===== src/rtl/skew_matrix_pkg.sv =====
package skew_matrix_pkg;

    typedef enum logic [1:0] {
        ACC_ROW  = 2'd0,
        ACC_COL  = 2'd1,
        ACC_DIAG = 2'd2,
        ACC_RSVD = 2'd3
    } acc_mode_e;

endpackage


===== src/rtl/skew_lane_map.sv =====
module skew_lane_map
    import skew_matrix_pkg::*;
#(
    parameter int N       = 4,
    parameter bit DIAG_EN = 1'b0,
    parameter int NB      = DIAG_EN ? N + 1 : N,
    parameter int BW      = $clog2(NB),
    parameter int IW      = $clog2(N)
) (
    input  logic [1:0]                 mode,
    input  logic [IW-1:0]              idx,
    output logic [N-1:0][BW-1:0]       lane_bank,
    output logic [N-1:0][IW-1:0]       lane_addr,
    output logic                       mode_ok
);

    always_comb begin
        mode_ok = 1'b0;
        for (int k = 0; k < N; k++) begin
            lane_bank[k] = BW'(k);
            lane_addr[k] = '0;
        end
        case (acc_mode_e'(mode))
            ACC_ROW: begin
                mode_ok = 1'b1;
                for (int k = 0; k < N; k++) begin
                    lane_bank[k] = BW'((int'(idx) + k) % NB);
                    lane_addr[k] = idx;
                end
            end
            ACC_COL: begin
                mode_ok = 1'b1;
                for (int k = 0; k < N; k++) begin
                    lane_bank[k] = BW'((k + int'(idx)) % NB);
                    lane_addr[k] = IW'(k);
                end
            end
            ACC_DIAG: begin
                mode_ok = DIAG_EN;
                for (int k = 0; k < N; k++) begin
                    lane_bank[k] = BW'((2 * k) % NB);
                    lane_addr[k] = IW'(k);
                end
            end
            default: mode_ok = 1'b0;
        endcase
    end

endmodule


===== src/rtl/skew_bank_xbar.sv =====
module skew_bank_xbar #(
    parameter int N  = 4,
    parameter int NB = 4,
    parameter int DW = 8,
    parameter int BW = $clog2(NB),
    parameter int IW = $clog2(N)
) (
    input  logic [N-1:0][BW-1:0]  lane_bank,
    input  logic [N-1:0][IW-1:0]  lane_addr,
    input  logic [N*DW-1:0]       wr_data,
    output logic [NB-1:0]         bank_sel,
    output logic [NB-1:0][IW-1:0] bank_addr,
    output logic [NB-1:0][DW-1:0] bank_wd
);

    always_comb begin
        for (int b = 0; b < NB; b++) begin
            bank_sel[b]  = 1'b0;
            bank_addr[b] = '0;
            bank_wd[b]   = '0;
            for (int k = 0; k < N; k++) begin
                if (lane_bank[k] == BW'(b)) begin
                    bank_sel[b]  = 1'b1;
                    bank_addr[b] = lane_addr[k];
                    bank_wd[b]   = wr_data[k*DW +: DW];
                end
            end
        end
    end

endmodule


===== src/rtl/skew_bank.sv =====
module skew_bank #(
    parameter int DEPTH = 4,
    parameter int DW    = 8,
    parameter int AW    = $clog2(DEPTH)
) (
    input  logic          clk,
    input  logic          rst_n,
    input  logic          re,
    input  logic          we,
    input  logic [AW-1:0] addr,
    input  logic [DW-1:0] wd,
    output logic [DW-1:0] rd
);

    logic [DW-1:0] mem [DEPTH];
    logic [DW-1:0] rd_d, rd_q;

    always_comb begin
        rd_d = rd_q;
        if (re) begin
            rd_d = mem[addr];
        end
    end

    always_ff @(posedge clk) begin
        if (!rst_n) begin
            rd_q <= '0;
        end else begin
            rd_q <= rd_d;
        end
    end

    always_ff @(posedge clk) begin
        if (we) begin
            mem[addr] <= wd;
        end
    end

    assign rd = rd_q;

endmodule


===== src/rtl/skew_matrix_mem.sv =====
module skew_matrix_mem
    import skew_matrix_pkg::*;
#(
    parameter int N       = 4,
    parameter int DW      = 8,
    parameter bit DIAG_EN = 1'b0,
    localparam int NB     = DIAG_EN ? N + 1 : N,
    localparam int BW     = $clog2(NB),
    localparam int NBP    = 1 << BW,
    localparam int IW     = $clog2(N)
) (
    input  logic            clk,
    input  logic            rst_n,
    input  logic [1:0]      mode,
    input  logic [IW-1:0]   idx,
    input  logic            rd_en,
    input  logic            wr_en,
    input  logic [N*DW-1:0] wr_data,
    output logic [N*DW-1:0] rd_data,
    output logic            rd_valid,
    output logic            err
);

    typedef struct packed {
        logic                 rd_valid;
        logic                 err;
        logic [N-1:0][BW-1:0] sel;
    } state_t;

    state_t st_d, st_q;

    logic [N-1:0][BW-1:0]  lane_bank;
    logic [N-1:0][IW-1:0]  lane_addr;
    logic                  mode_ok;
    logic [NB-1:0]         bank_sel;
    logic [NB-1:0][IW-1:0] bank_addr;
    logic [NB-1:0][DW-1:0] bank_wd;
    logic [NB-1:0]         bank_we;
    logic [NB-1:0]         bank_re;
    logic [NBP-1:0][DW-1:0] bank_rd;

    skew_lane_map #(
        .N(N), .DIAG_EN(DIAG_EN), .NB(NB), .BW(BW), .IW(IW)
    ) u_map (
        .mode      (mode),
        .idx       (idx),
        .lane_bank (lane_bank),
        .lane_addr (lane_addr),
        .mode_ok   (mode_ok)
    );

    skew_bank_xbar #(
        .N(N), .NB(NB), .DW(DW), .BW(BW), .IW(IW)
    ) u_xbar (
        .lane_bank (lane_bank),
        .lane_addr (lane_addr),
        .wr_data   (wr_data),
        .bank_sel  (bank_sel),
        .bank_addr (bank_addr),
        .bank_wd   (bank_wd)
    );

    assign bank_we = (wr_en && mode_ok) ? bank_sel : '0;
    assign bank_re = (rd_en && mode_ok) ? bank_sel : '0;

    for (genvar b = 0; b < NBP; b++) begin : g_bank
        if (b < NB) begin : g_real
            skew_bank #(.DEPTH(N), .DW(DW), .AW(IW)) u_bank (
                .clk   (clk),
                .rst_n (rst_n),
                .re    (bank_re[b]),
                .we    (bank_we[b]),
                .addr  (bank_addr[b]),
                .wd    (bank_wd[b]),
                .rd    (bank_rd[b])
            );
        end else begin : g_pad
            assign bank_rd[b] = '0;
        end
    end

    always_comb begin
        st_d          = st_q;
        st_d.rd_valid = rd_en && mode_ok;
        st_d.err      = (rd_en || wr_en) && !mode_ok;
        if (rd_en && mode_ok) begin
            st_d.sel = lane_bank;
        end
    end

    always_ff @(posedge clk) begin
        if (!rst_n) begin
            st_q <= '0;
        end else begin
            st_q <= st_d;
        end
    end

    always_comb begin
        for (int k = 0; k < N; k++) begin
            rd_data[k*DW +: DW] = bank_rd[st_q.sel[k]];
        end
    end

    assign rd_valid = st_q.rd_valid;
    assign err      = st_q.err;

endmodule



===== config.mk =====
export PLATFORM = sky130hd
export DESIGN_NAME = skew_matrix_mem
export DESIGN_NICKNAME = d
export VERILOG_FILES = /design/src/rtl/skew_matrix_pkg.sv /design/src/rtl/skew_lane_map.sv /design/src/rtl/skew_bank_xbar.sv /design/src/rtl/skew_bank.sv /design/src/rtl/skew_matrix_mem.sv
export SDC_FILE = /design/constraint.sdc
export NUM_CORES = 1
export LEC_CHECK = 0
export BUFFER_PORTS_ARGS = -buffer_cell sky130_fd_sc_hd__buf_2
export CAP_MARGIN = 10
export CELL_PAD_IN_SITES_DETAIL_PLACEMENT = 0
export CELL_PAD_IN_SITES_GLOBAL_PLACEMENT = 1
export CORE_ASPECT_RATIO = 0.75
export CORE_MARGIN = 2
export CORE_UTILIZATION = 25
export CTS_CLUSTER_SIZE = 24
export DETAILED_ROUTE_END_ITERATION = 10
export MAX_ROUTING_LAYER = met4
export PLACE_DENSITY_LB_ADDON = 0.05
export SETUP_SLACK_MARGIN = 0.05
export SLEW_MARGIN = 20
export SYNTH_ARGS = -nofsm -noshare
export SYNTH_HDL_FRONTEND = slang
export SYNTH_SLANG_ARGS = --single-unit

===== constraint.sdc =====
create_clock -name clk -period 3.4 [get_ports clk]
set_clock_uncertainty 0.2 [all_clocks]
set_input_delay 0.34 -clock clk [delete_from_list [all_inputs] [get_ports clk]]
set_output_delay 0.34 -clock clk [all_outputs]
set_load 0.05 [all_outputs]

==> reports/results.tsv, run 1 <==
metric	value	unit
wire length on met2	11280	um
setup repair after global routing missed its margin	false	
Leakage	3.541	nW
vias per cell	4.819	
flops & latches, synth	168	
top routing layer in use	met4	
Peak VDD IR	0.0002686	V
hold_ws	0.07118	ns
starting density of the core	25.63	%
fin cells	1282	
syn_nets	763	
setup TNS	0	ns
Worst Slack Setup Final	0.6235	ns
clk sinks	168	
Pwr Total	5.448	mW
Switching Share	29.16	%
min cycle time layout	2.776	ns
Root Driver	clkbuf_16	
fin util	31.03	%
Setup violations, final	0	
Post-DP Area	9524	um2
# rows	57	
Vias	6178	
Total Wirelength	27430	um
CTS tree	done	
Post-CTS Hold Buffers	0	
Combinational Power Share	19.0	%
gpl congestion	0.8134	
largest net degree at the start of global routing	42	
crit path from	mode[1]	
nets@finish	871	
H-tree depth	4	
Worst slew margin	22.83	%
CP arrival	2.87	ns
Critical R2R Launch	g_bank[3].g_real.u_bank.mem[3][3]	
placed cell count	1250	
Synth Area per Inst	11.64	um2
Slew Limit Fails	0	
hold_sp	wr_en	
clock power share	36.8	%
all-layer global routing usage	16.30	%
outcome	complete, no violations	
Die Height	162.5	um
Final Hold Fails	0	
worst hold path type	input port to flip-flop	
capturing element type of the critical path	flip-flop	
number of distinct library cells after synthesis	63	
Die ar.	34980	um2
clk buf depth	2	
Inserted Diodes	0	
Worst-Skew Late Latency	0.43	ns
fillers	3378	
mapped cell area	8371	um2
period utilization	81.66	%
Final Cell Area	10130	um2
Resize count post-CTS	0	
fraction of layout cells with a size suffix above 1	26.43	%
total net switching power	1.589	mW
Core Region	32660	um2
DIE WIDTH	215.3	um
DP HPWL	21400	um
data required time of the worst path	3.50	ns
vias in the first global route	5794	
pwr dens	537.5	nW/um2
max cap viols	0	
I/O Pins	74	
pre-CTS setup slack	0.1898	ns
DRC Markers	0	
CTS clk-pin slew, worst paths	0.07	ns
postcts setup bufs	0	
Synth Instances	719	
sequential fraction of the synthesis area	55.49	%
M1 WL	14760	um
fmax	360.2	MHz
Flop pwr share	44.2	%
crit path max fanout	10	
DR pass1 iterations	7	
cell internal pwr	3.859	mW
Num CTS Buffers	17	
metal3 WL	1094	um
Setup CP Type	input port to flip-flop	
critical path launch point type	input port	
antenna violations before repair	0	
Least-Margin Pin Slew	1.148	ns
GRT Residual Overflow	0	
first-pass GRT wire length	40090	um
ANT nets after route	0	
P&R area growth vs syn	21.08	%
Synth Warn #	0	
Starting DRT DRC Count	574	
PortBufs	73	
DR WL/cell	21.39	um
-- worst max-delay path, cell delays in order --
cell and delay (ns):
buf_2 0.16, inv_1 0.15, ha_1 0.43, o21ai_2 0.15
buf_4 0.19, o22ai_1 0.59, a222oi_1 0.18, o21ai_0 0.47
buf_4 0.22
-- synthesized netlist by cell type, drive strengths merged --
cell type | count | area, um2
edfxtp | 128 | 3844
a21oi | 86 | 475.5
nor2 | 67 | 266.5
o21ai | 66 | 341.6
mux2i | 56 | 573.1
nand2 | 51 | 203.9
dfxtp | 40 | 800.8
a22oi | 39 | 292.8
buf | 28 | 206.5
clkbuf | 23 | 86.33
a221oi | 17 | 199.0
mux2 | 16 | 180.2
nand3 | 10 | 50.05
nor3 | 10 | 72.57
inv | 8 | 30.03
mux4 | 8 | 202.7
o2bb2ai | 8 | 70.07
and2 | 6 | 37.54
nor2b | 6 | 37.54
nand2b | 5 | 31.28
or2 | 5 | 31.28
and3 | 4 | 25.02
ha | 4 | 50.05
a21boi | 3 | 22.52
a32o | 3 | 31.28
o22ai | 3 | 25.02
a211oi | 2 | 20.02
nor3b | 2 | 15.01
o21a | 2 | 15.01
a2111oi | 1 | 27.53
a21o | 1 | 7.510
a222oi | 1 | 10.01
a22o | 1 | 8.760
a311oi | 1 | 15.01
a31o | 1 | 8.760
nor4 | 1 | 6.260
o211a | 1 | 10.01
o211ai | 1 | 7.510
o31ai | 1 | 7.510
or3 | 1 | 6.260
or3b | 1 | 8.760
or4b | 1 | 10.01
-- power groups by stage --
stage | sequential, mW | clock [mW] | combinational (mW)
after floorplan | 2.41 | 0 | 0.665
after global placement | 2.45 | 0 | 1.04
after detailed placement | 2.45 | 0 | 1.04
after CTS | 2.41 | 2.04 | 1.04
after global routing | 2.42 | 2.13 | 1.12
final | 2.41 | 2.01 | 1.03
-- cell usage in the layout, fill, tap and decap left out, types with 4 or more instances in the layout --
| master | synthesis | final |
|---|---|---|
| nor3_1 | 8 | 8 |
| mux2i_1 | 55 | 55 |
| o21ai_0 | 50 | 50 |
| ha_1 | 4 | 4 |
| or2_1 | 4 | 4 |
| buf_2 | 12 | 73 |
| nor2b_1 | 6 | 6 |
| a221oi_2 | 8 | 8 |
| o21ai_1 | 13 | 13 |
| and3_1 | 4 | 4 |
| inv_1 | 7 | 7 |
| edfxtp_1 | 128 | 128 |
| clkbuf_16 | 0 | 17 |
| a221oi_1 | 9 | 9 |
| buf_4 | 3 | 65 |
| dfxtp_1 | 40 | 40 |
| nand2b_1 | 5 | 5 |
| nand2_1 | 48 | 48 |
| nor2_1 | 63 | 63 |
| a22oi_1 | 39 | 39 |
| nand3_1 | 10 | 10 |
| mux4_1 | 6 | 6 |
| mux2_2 | 16 | 16 |
| o2bb2ai_1 | 8 | 8 |
| inv_6 | 0 | 4 |
| a21oi_1 | 80 | 80 |
| and2_1 | 6 | 6 |
-- final cells by class --
cell class	instances	area (um2)	area share (%)
Clock buffer	20	446.7	4.407
Clock inverter	12	163.9	1.617
Inverter	8	30.03	0.2963
Multi-Input combinational cell	492	3403	33.58
Sequential cell	168	4644	45.83
Tap cell	442	553.0	5.457
Timing Repair Buffer	140	893.4	8.815
-- sequential cells by signal, summed over array words and instances (netlist names) --
name	cells
g_bank.g_real.u_bank.mem	128
g_bank.g_real.u_bank.rd	32
rd_valid	1
err	1
st_q	6
-- cell families after synthesis --
| logic type | Yosys count | synth area share [%] |
|---|---|---|
| AO/OA/AOI/OAI | 238 | 19.06 |
| adder cells (fa/ha/maj) | 4 | 0.5979 |
| buffers and inverters | 59 | 3.857 |
| multiplexers | 80 | 11.42 |
| AND/OR/NAND/NOR | 170 | 9.582 |
| flip-flops | 168 | 55.49 |
-- per-layer routing --
layer / GRT usage, % / vias to the layer above
met5: - / -
met4: 3.887 / 0
met3: 2.372 / 16
met2: 22.18 / 165
met1: 25.04 / 3031
li1: - / 2966
-- worst paths after layout --
path                                                     endpoint  slack [ns]  depth (start not counted)
worst min register to register      g_bank[0].g_real.u_bank.rd[4]        0.25                          2
worst min-delay path                                          err        0.07                          3
worst max register to register      g_bank[3].g_real.u_bank.rd[3]        1.91                          2
worst max-delay path            g_bank[2].g_real.u_bank.mem[0][7]        0.62                          9
No activity file was read; power rests on OpenSTA's default activity.
==> run 2: changes to the inputs <==
==> constraint.sdc (replaced) <==
create_clock -name clk -period 2.8 [get_ports clk]
set_clock_uncertainty 0.2 [all_clocks]
set_input_delay 0.28 -clock clk [delete_from_list [all_inputs] [get_ports clk]]
set_output_delay 0.28 -clock clk [all_outputs]
set_load 0.05 [all_outputs]
==> run 2 against run 1 <==
Against the previous run: final cell count is 2.7% higher; routed wire length is 6.6% higher; worst setup slack worse by 0.19 ns; first-iteration DRC count is 20% higher; combinational power is 30% higher; clock-buffer cell count fell by 1; largest cell class unchanged.
==> reports/results.tsv, run 2 (synthesis results as in run 1) <==
metric	value	unit
outcome	complete, no violations	
setup repair after global routing missed its margin	false	
fin util	32.39	%
# rows	57	
DRC Markers	0	
fillers	3355	
Flop pwr share	43.6	%
Vias	6394	
Num CTS Buffers	17	
Setup violations, final	0	
Final Hold Fails	0	
fraction of layout cells with a size suffix above 1	29.90	%
nets@finish	904	
Setup CP Type	flip-flop to output port	
Root Driver	clkbuf_16	
DR pass1 iterations	5	
clock power share	36.4	%
Total Wirelength	29230	um
hold_ws	0.1203	ns
PortBufs	73	
largest net degree at the start of global routing	22	
CP max stage delay	0.39	ns
max cap viols	0	
CTS tree	done	
GRT Residual Overflow	0	
min cycle time layout	2.365	ns
DIE WIDTH	215.3	um
Slew Limit Fails	0	
placed cell count	1281	
Peak VDD IR	0.0004055	V
CP arrival	1.88	ns
period utilization	84.45	%
fin cells	1316	
Worst-Skew Late Latency	0.43	ns
Worst slew margin	40.11	%
Combinational Power Share	20.0	%
data required time of the worst path	2.32	ns
Pwr Total	6.707	mW
Starting DRT DRC Count	689	
most flop-heavy register	g_bank.g_real.u_bank.mem	
most frequent cells in the layout	edfxtp_1, buf_4, a21oi_1, buf_2, nor2_1	
capturing element type of the critical path	output port	
cell internal pwr	4.784	mW
DR WL/cell	22.21	um
all-layer global routing usage	17.57	%
Worst Slack Setup Final	0.4353	ns
gpl congestion	0.8743	
Switching Share	28.67	%
Leakage	3.768	nW
Die ar.	34980	um2
Core Region	32660	um2
clk sinks	168	
P&R area growth vs syn	26.40	%
postcts setup bufs	0	
H-tree depth	4	
pwr dens	634.0	nW/um2
ANT nets after route	0	
CTS clk-pin slew, worst paths	0.06	ns
vias in the first global route	6352	
I/O Pins	74	
total net switching power	1.923	mW
Final Cell Area	10580	um2
cells along the critical path	buf_4 > mux2_2 > nor2_1 > a21oi_1 > buf_2	
pre-CTS setup slack	-0.05037	ns
starting density of the core	25.63	%
Crit-path slowest cell	mux2_2	
Post-DP Area	9942	um2
Die Height	162.5	um
worst hold path type	input port to flip-flop	
fmax	422.9	MHz
antenna violations before repair	1	
DP HPWL	22610	um
crit path max fanout	16	
vias per cell	4.859	
first-pass GRT wire length	43410	um
setup TNS	0	ns
critical path launch point type	flip-flop	
Least-Margin Pin Slew	0.8907	ns
clk buf depth	2	
commonest non-fill, non-tap cell in the layout	edfxtp_1	
max reg flops	128	
run 2: worst paths after layout:
path / cells past startpoint / from / slack [ns] / end
worst min register to register: 2 / g_bank[0].g_real.u_bank.mem[1][4] / 0.26 / g_bank[0].g_real.u_bank.rd[4]
worst max register to register: 2 / g_bank[3].g_real.u_bank.mem[2][2] / 1.43 / g_bank[3].g_real.u_bank.rd[2]
worst min-delay path: 3 / rst_n / 0.12 / st_q[7]
worst max-delay path: 5 / st_q[2] / 0.44 / rd_data[26]
run 2: final cells by class:
cell class / count / area, um2 / share of cell area, %
inverters: 8 / 30.03 / 0.2838
flip-flops and latches: 168 / 4646 / 43.91
multi-input cells: 492 / 3468 / 32.78
diodes: 1 / 2.502 / 0.02365
clock buffers: 19 / 432.9 / 4.092
repair buffers: 173 / 1271 / 12.02
well taps: 442 / 553.0 / 5.227
clock inverters: 13 / 176.4 / 1.667
run 2: power by group through the flow:
| stage | registers [mW] | clock network [mW] | logic [mW] |
|---|---|---|---|
| 2_1_floorplan | 2.93 | 0 | 0.819 |
| 3_3_place_gp | 2.98 | 0 | 1.34 |
| 3_5_place_dp | 2.98 | 0 | 1.34 |
| 4_1_cts | 2.93 | 2.50 | 1.35 |
| 5_1_grt | 2.94 | 2.61 | 1.44 |
| 6_report | 2.93 | 2.44 | 1.34 |
run 2: metal layers:
metal,vias to the layer above,share of wire (%),track usage (%)
met4,0,0.58,3.417
met1,3124,52,26.54
met5,-,0,-
li1,3030,-,-
met2,226,42,24.43
met3,14,5.5,3.044
run 2: repair_timing:
item | in CTS | in global routing
hold buffers | 2 | 0
gates resized for setup | 0 | 1
hold endpoints to repair | 2 | 0
endpoints found under the setup margin | 0 | 6
run 2: worst max-delay path: cells and delay by family (launching register included):
kind	cells	cell delay (ns)
buf+inv	2	0.55
mux	1	0.39
simple gates	1	0.10
flops	1	0.34
compound gates	1	0.08
==> run 3: changes to the inputs <==
==> constraint.sdc (replaced) <==
create_clock -name clk -period 2.31 [get_ports clk]
set_clock_uncertainty 0.2 [all_clocks]
set_input_delay 0.231 -clock clk [delete_from_list [all_inputs] [get_ports clk]]
set_output_delay 0.231 -clock clk [all_outputs]
set_load 0.05 [all_outputs]
==> run 3 against run 2 <==
Against the previous run: non-clock buffer count up 64; clock power up 9.4%; final cell count up 4.9%.
==> reports/results.tsv, run 3 (synthesis results as in run 1) <==
metric	value	unit
commonest non-fill, non-tap cell in the layout	buf_4	
CTS clk-pin slew, worst paths	0.07	ns
PortBufs	73	
Slew Limit Fails	0	
CP arrival	2.20	ns
P&R area growth vs syn	36.10	%
worst hold path type	input port to flip-flop	
Setup violations, final	0	
Leakage	4.111	nW
Worst slew margin	52.21	%
fillers	3287	
data required time of the worst path	2.30	ns
Worst-Skew Late Latency	0.43	ns
DR pass1 iterations	5	
Sequential cell area	4647	um2
DR WL/cell	21.76	um
CTS tree	done	
fin cells	1381	
min cycle time layout	2.210	ns
gpl congestion	0.9135	
outcome	complete, no violations	
clk buf depth	2	
setup TNS	0	ns
GRT Residual Overflow	0	
fmax	452.5	MHz
hold_ws	0.1110	ns
largest net degree at the start of global routing	41	
all-layer global routing usage	18.01	%
Pwr Total	8.061	mW
pwr dens	707.6	nW/um2
starting density of the core	25.63	%
crit path max fanout	7	
Starting DRT DRC Count	471	
nets@finish	968	
Num CTS Buffers	17	
Die ar.	34980	um2
vias in the first global route	6589	
Total Wirelength	30050	um
most frequent cells in the layout	buf_4, edfxtp_1, buf_2, a21oi_1, mux2i_1	
Setup CP Type	input port to flip-flop	
Least-Margin Pin Slew	0.7094	ns
period utilization	95.67	%
ANT nets after route	0	
DRC Markers	0	
placed cell count	1338	
I/O Pins	74	
H-tree depth	4	
critical path launch point type	input port	
capturing element type of the critical path	flip-flop	
antenna violations before repair	0	
Final Hold Fails	0	
Post-DP Area	10700	um2
area of the multi-input gates	3695	um2
first-pass GRT wire length	44390	um
Die Height	162.5	um
max cap viols	0	
clk sinks	168	
Core Region	32660	um2
Root Driver	clkbuf_16	
Peak VDD IR	0.0003044	V
fraction of layout cells with a size suffix above 1	39.38	%
# rows	57	
max reg flops	128	
most flop-heavy register	g_bank.g_real.u_bank.mem	
vias per cell	4.809	
Vias	6641	
DIE WIDTH	215.3	um
DP HPWL	23600	um
Final Cell Area	11390	um2
setup repair after global routing missed its margin	true	
[run 3: power breakdown]
part           switching (mW)  leakage, nW  internal [mW]
Clock                    1.27        0.261           1.40
Combinational            1.17         2.46          0.693
Sequential             0.0820         1.39           3.44
[run 3: what timing repair did]
action / CTS / global route
gates resized for setup: 5 / 18
cloned: 0 / 0
hold endpoints to repair: 2 / 0
pin swaps: 3 / 2
hold buffers: 4 / 0
endpoints found under the setup margin: 20 / 41
buffers inserted: 2 / 3
[run 3: layer usage]
layer  track usage, %  up-vias  wire length, um
li1                 -     3158                -
met4            3.605        0              279
met1            27.22     3290            16210
met5                -        -                0
met3            3.884       18             1367
met2            24.37      175            12190
[run 3: final timing paths]
check                           slack (ns)  cells after the start                                 to                         startpoint
worst max-delay path                   0.1                     12  g_bank[2].g_real.u_bank.mem[2][7]                            mode[1]
worst min-delay path                  0.11                      3                            st_q[7]                              rd_en
worst max register to register        0.95                      2      g_bank[3].g_real.u_bank.rd[1]  g_bank[3].g_real.u_bank.mem[2][1]
worst min register to register        0.25                      2      g_bank[0].g_real.u_bank.rd[7]  g_bank[0].g_real.u_bank.mem[1][7]
[run 3: through the flow]
| stage | setup slack (ns) | utilization, % |
|---|---|---|
| after floorplan | -0.1398 | - |
| after global placement | -0.4930 | 32.77 |
| after detailed placement | -0.5082 | 32.77 |
| after CTS | 0.05570 | 34.66 |
| after global routing | 0.04857 | 34.86 |
| final | 0.09993 | 34.88 |
[run 3: layout make-up]
class	count	share of cell area, %
diodes	2	0.04393
clock buffers	18	3.767
clock inverters	14	1.043
inverters	8	0.4174
multi-input cells	492	32.43
flip-flops and latches	168	40.79
well taps	442	4.854
repair buffers	237	16.65
[run 3: worst max-delay path: stages]
cell and delay [ns]:
buf_4 0.13, buf_12 0.11, inv_8 0.03, ha_4 0.17
buf_12 0.13, o21ai_4 0.17, buf_4 0.15, o22ai_1 0.09
buf_4 0.18, a222oi_1 0.45, o21ai_2 0.16, buf_4 0.18
